--- src/rtl/dwtStagePkg.sv ---
package dwtStagePkg;
  localparam int DATA_W = 12;
  localparam int FRAC_W = 11;
  localparam int TAPS   = 8;
  localparam int BR_TAPS = TAPS / 2;
  localparam int PROD_W = 2 * DATA_W;
  localparam int ACC_W  = PROD_W + $clog2(TAPS);

  typedef logic signed [DATA_W-1:0] sampleT;
  typedef logic signed [ACC_W-1:0]  accT;

  typedef struct packed {
    logic holdEven;
    logic firePair;
  } strobeT;

  // Daubechies-4 low-pass taps, Q1.11
  localparam sampleT LO_TAPS [TAPS] = '{
    -12'sd22, 12'sd67, 12'sd63, -12'sd383,
    -12'sd57, 12'sd1292, 12'sd1464, 12'sd472
  };

  function automatic sampleT loTap(input int k);
    return LO_TAPS[k];
  endfunction

  // mirrored taps with alternating sign
  function automatic sampleT hiTap(input int k);
    sampleT c;
    c = LO_TAPS[TAPS-1-k];
    return (k % 2 == 0) ? c : -c;
  endfunction
endpackage

--- src/rtl/dwtStageCtrl.sv ---
module dwtStageCtrl
  import dwtStagePkg::*;
(
  input  logic   clk,
  input  logic   rst,
  input  logic   inValid,
  output strobeT strobes
);
  logic phase;

  always_ff @(posedge clk) begin
    if (rst) begin
      phase <= 1'b0;
    end else if (inValid) begin
      phase <= ~phase;
    end
  end

  always_comb begin
    strobes.holdEven = inValid & ~phase;
    strobes.firePair = inValid &  phase;
  end

  AST_PHASE_IDLE: assert property (@(posedge clk) disable iff (rst)
    !inValid |=> $stable(phase));
  AST_PAIR_SPACED: assert property (@(posedge clk) disable iff (rst)
    strobes.firePair |=> !strobes.firePair);
endmodule

--- src/rtl/dwtTfBranch.sv ---
module dwtTfBranch
  import dwtStagePkg::*;
#(
  parameter int NT = BR_TAPS
) (
  input  logic   clk,
  input  logic   rst,
  input  logic   en,
  input  sampleT sample,
  input  sampleT coef [NT],
  output accT    headSum
);
  accT prod  [NT];
  accT state [NT];

  genvar j;
  generate
    for (j = 0; j < NT; j++) begin : g_mul
      assign prod[j] = ACC_W'(sample * coef[j]);
    end

    assign state[0] = '0;

    for (j = 1; j < NT; j++) begin : g_reg
      if (j == NT - 1) begin : g_last
        always_ff @(posedge clk) begin
          if (rst) state[j] <= '0;
          else if (en) state[j] <= prod[j];
        end
      end else begin : g_mid
        always_ff @(posedge clk) begin
          if (rst) state[j] <= '0;
          else if (en) state[j] <= prod[j] + state[j+1];
        end
      end
    end
  endgenerate

  assign headSum = prod[0] + state[1];
endmodule

--- src/rtl/dwtStageDatapath.sv ---
module dwtStageDatapath
  import dwtStagePkg::*;
(
  input  logic   clk,
  input  logic   rst,
  input  strobeT strobes,
  input  sampleT inSample,
  output logic   outValid,
  output sampleT loOut,
  output sampleT hiOut
);
  sampleT evenHold;
  accT    head [2][2];   // [filter 0=lo 1=hi][phase 0=even 1=odd]
  accT    total [2];
  sampleT trunc [2];

  always_ff @(posedge clk) begin
    if (rst) evenHold <= '0;
    else if (strobes.holdEven) evenHold <= inSample;
  end

  genvar f, p, j;
  generate
    for (f = 0; f < 2; f++) begin : g_filt
      for (p = 0; p < 2; p++) begin : g_phase
        sampleT coefs [BR_TAPS];
        for (j = 0; j < BR_TAPS; j++) begin : g_coef
          // even samples meet odd tap indices, odd samples even indices
          localparam int K = 2 * j + (1 - p);
          assign coefs[j] = (f == 0) ? loTap(K) : hiTap(K);
        end
        dwtTfBranch #(.NT(BR_TAPS)) u_br (
          .clk    (clk),
          .rst    (rst),
          .en     (strobes.firePair),
          .sample ((p == 0) ? evenHold : inSample),
          .coef   (coefs),
          .headSum(head[f][p])
        );
      end
      assign total[f] = head[f][0] + head[f][1];
      assign trunc[f] = total[f][FRAC_W+DATA_W-1:FRAC_W];
    end
  endgenerate

  always_ff @(posedge clk) begin
    if (rst) begin
      outValid <= 1'b0;
      loOut    <= '0;
      hiOut    <= '0;
    end else begin
      outValid <= strobes.firePair;
      if (strobes.firePair) begin
        loOut <= trunc[0];
        hiOut <= trunc[1];
      end
    end
  end

  AST_VALID_FOLLOWS: assert property (@(posedge clk) disable iff (rst)
    strobes.firePair |=> outValid);
  AST_OUT_HOLD: assert property (@(posedge clk) disable iff (rst)
    !outValid |-> ($stable(loOut) && $stable(hiOut)));
endmodule

--- src/rtl/dwtHalfbandStage.sv ---
module dwtHalfbandStage
  import dwtStagePkg::*;
(
  input  logic                     clk,
  input  logic                     rst,
  input  logic                     inValid,
  input  logic signed [DATA_W-1:0] inSample,
  output logic                     outValid,
  output logic signed [DATA_W-1:0] loOut,
  output logic signed [DATA_W-1:0] hiOut
);
  strobeT strobes;

  dwtStageCtrl u_ctrl (
    .clk    (clk),
    .rst    (rst),
    .inValid(inValid),
    .strobes(strobes)
  );

  dwtStageDatapath u_dp (
    .clk     (clk),
    .rst     (rst),
    .strobes (strobes),
    .inSample(inSample),
    .outValid(outValid),
    .loOut   (loOut),
    .hiOut   (hiOut)
  );

  AST_VALID_SOURCE: assert property (@(posedge clk) disable iff (rst)
    outValid |-> $past(inValid));
  AST_VALID_PULSE: assert property (@(posedge clk) disable iff (rst)
    outValid |=> !outValid);
endmodule

--- config.mk ---
export PLATFORM = sky130hd
export DESIGN_NAME = dwtHalfbandStage
export DESIGN_NICKNAME = d
export VERILOG_FILES = /design/src/rtl/dwtStagePkg.sv /design/src/rtl/dwtStageCtrl.sv /design/src/rtl/dwtTfBranch.sv /design/src/rtl/dwtStageDatapath.sv /design/src/rtl/dwtHalfbandStage.sv
export SDC_FILE = /design/constraint.sdc
export NUM_CORES = 2
export LEC_CHECK = 0
export ABC_CLOCK_PERIOD_IN_PS = 9900
export BUFFER_PORTS_ARGS = -buffer_cell sky130_fd_sc_hd__buf_2
export CAP_MARGIN = 20
export CORE_ASPECT_RATIO = 0.7
export CORE_UTILIZATION = 58
export DETAILED_ROUTE_END_ITERATION = 16
export GPL_ROUTABILITY_DRIVEN = 0
export PLACE_DENSITY = 0.77
export REMOVE_ABC_BUFFERS = 1
export SLEW_MARGIN = 20
export SYNTH_ARGS = -nofsm -noshare
export SYNTH_HDL_FRONTEND = slang
export SYNTH_SLANG_ARGS = --single-unit
--- constraint.sdc ---
create_clock -name clk -period 9.9 [get_ports clk]
set_input_delay 1.485 -clock clk [delete_from_list [all_inputs] [get_ports clk]]
set_output_delay 1.485 -clock clk [all_outputs]
set_load 0.05 [all_outputs]
==> impl_metrics.toml <==
[power_and_ir_drop]
p_leak_nw = 22.6
fin_total_pwr_w = 0.0120
power.density_nw_per_um2 = 270
peakVddDrop_mv = 0.374

[synth]
synthAdderAreaFrac = 0.475
synth_top_area_frac = 0.247
synthArstFlopShare = 0
yosysUniqueCellTypes = 81
synthMuxAreaShare = 0.00314
ys_seq_elements = 280
synth_top_family_by_area = "adder cells"
synth_area_leader_cell = "ha_1"
syn_area_sq_um = 41800
seq_area_frac_synth = 0.134
synth_compound_area_frac = 0.127
syn_area_per_cell_sq_um = 8.91
synthTopCellsByCount = "860 x inv_1, 826 x ha_1, 474 x fa_1, 461 x nand2_1, 349 x a21oi_1"
synth_edf_count = 0
synth_xor_area_frac = 0.0751
yosysMostFrequentCell = "inv_1"
synthFlopType = "dfxtp_1"
syn_inst = 4689
yosysWarnings = 0
synthTopCellsByArea = "ha_1 25%, fa_1 23%, dfxtp_1 13%"
synthSimpleGateAreaFrac = 0.100

[timing]
worst_pin_slew_ps = 1080
finalHoldViolCount = 0
rsz0062_at_grt = "false"
slew_headroom = 0.277
fin_worst_skew_ps = 22.1
timing_max_transition_violations_final = 0
period_share = 0.882
fin_crit_ps = 8730
fmax_mhz = 115
setup-tns-final_ps = 0
finalSetupViolCount = 0

[cts]
post_cts_buffers = 0
clkSinkCount = 280
hold_buffers = 0
root_buffer = "clkbuf_16"
htree_levels = 2
cts_resized = 0
cts_buffers = 36
clock_path_buffers = 3
path_clk_slew_ps = 70
clk_latency_ps = 570
cts_tree = "yes"

[floorplanning]
io_pins = 40
die_y_microns = 227
fp.dieW_microns = 323
die_area_sq_um = 73100
core_area_sq_um = 70500
start_util = 0.592
num_rows = 81

[grt]
grt_pass1_vias = 32445
antenna_found_initial = 1
overflow = 0
grt_max_degree = 84
grt_util_all_layers = 0.322
grt_pass1_wl_microns = 181000

[status]
status = "finished clean"

[flow_run]
drv_cap = 0

[detailed_routing]
vias = 32789
antenna_left = 0
drc = 0
drt-total-wl_microns = 114000
drtIter0Drc = 3144
avgRoutedWirePerCell_microns = 20.1
via_per_inst = 5.76
drt_pass1_iterations = 6

[setup_path]
critPathMostFrequentCell = "fa_1"
max_stage_delay_ps = 590
critPathKind = "in2reg"
cpMaxStageDelayCell = "a2111oi_2"
startpoint_type = "input pin"
worstPathRequired_ps = 10320
cp-end-kind = "flop"
cp.arrival_ps = 9150
crit_path_max_fanout = 4

[finish]
fin_nets = 6031
fillCellCount = 6011
syn_to_final_growth_pct = 6.27
finish.utilization = 0.629
drive_gt1_frac = 0.0424

[worst_hold_path]
worst_hold_path_type = "reg2reg"

[placed_design]
dp_hpwl_microns = 89100
port_buffers = 39
==> power by group <==
part / internal, W / switching, W
logic: 0.00376 / 0.00543
clock network: 0.000829 / 0.000596
registers: 0.00127 / 0.000126
==> worst max-delay path, delay by kind of cell <==
family	cells	cell delay [ps]
adder cells (fa/ha/maj)	10	4220
AO/OA/AOI/OAI	9	2170
AND/OR/NAND/NOR	3	460
buffers and inverters	4	410
XOR/XNOR	2	380
==> metal layers <==
| layer | part of all wire | global-route usage | up-vias |
|---|---|---|---|
| li1 | - | - | 15454 |
| met4 | 0.022 | 0.0720 | 0 |
| met5 | 0 | 0.00337 | - |
| met1 | 0.45 | 0.479 | 15693 |
| met2 | 0.40 | 0.449 | 1463 |
| met3 | 0.13 | 0.103 | 179 |
==> stage by stage <==
| step | area [sq um] | hold WS [ps] | cells | setup WS, ps |
|---|---|---|---|---|
| 2_1_floorplan | 41400 | 425 | 4597 | 1350 |
| 3_3_place_gp | 43200 | 437 | 5632 | 884 |
| 3_5_place_dp | 43200 | 442 | 5632 | 767 |
| 4_1_cts | 44400 | 453 | 5695 | 1320 |
| 5_1_grt | 44400 | 469 | 5695 | 865 |
| 6_report | 44400 | 452 | 5696 | 1170 |
==> placed cells by master (no fill, tap or decap), types with 38 or more instances in the layout <==
cell	instances
o21ai_0	115
o21ai_1	43
ha_1	826
nor2_1	183
a211oi_1	38
xnor2_1	264
fa_1	474
o21bai_1	40
nand3_1	59
a21o_1	66
xor2_1	94
dfxtp_1	279
nor3_1	76
buf_4	43
nand2_1	460
a21oi_1	349
inv_1	858
==> sequential cells by signal, indices dropped and copies added, names as in the netlist <==
signal / flops
u_dp.g_filt.g_phase.u_br.state: 242
u_dp.evenHold: 12
u_dp.hiOut: 12
u_dp.loOut: 12
u_ctrl.phase: 1
u_dp.outValid: 1
==> path summary, 6_finish.rpt <==
path	endpoint	startpoint	cells past startpoint	slack, ps
max reg2reg	u_dp.hiOut[11]	u_dp.evenHold[2]	31	2460
min	u_dp.g_filt[0].g_phase[1].u_br.state[63]	u_dp.g_filt[0].g_phase[1].u_br.state[63]	2	450
max	u_dp.loOut[11]	inSample[1]	28	1170
min reg2reg	u_dp.g_filt[0].g_phase[1].u_br.state[63]	u_dp.g_filt[0].g_phase[1].u_br.state[63]	2	450
==> cells by family (layout without fill, tap and decap cells) <==
logic type,Yosys count,in the layout
compound gates,839,839
buf+inv,953,1005
simple gates,946,946
xor+xnor,358,358
fa+ha+maj,1300,1300
flops,280,280
mux,13,13
other cells,0,1
==> area by class of cell <==
class / instances / area (sq um) / share of cell area
Multi-Input combinational cell: 3456 / 32600 / 0.735
Sequential cell: 280 / 5610 / 0.126
Inverter: 861 / 3230 / 0.0728
Tap cell: 954 / 1190 / 0.0269
Clock buffer: 48 / 1020 / 0.0229
Timing Repair Buffer: 81 / 519 / 0.0117
Clock inverter: 15 / 196 / 0.00442
Antenna cell: 1 / 2.50 / 0.0000564
Power figures use the tool's default switching activity.
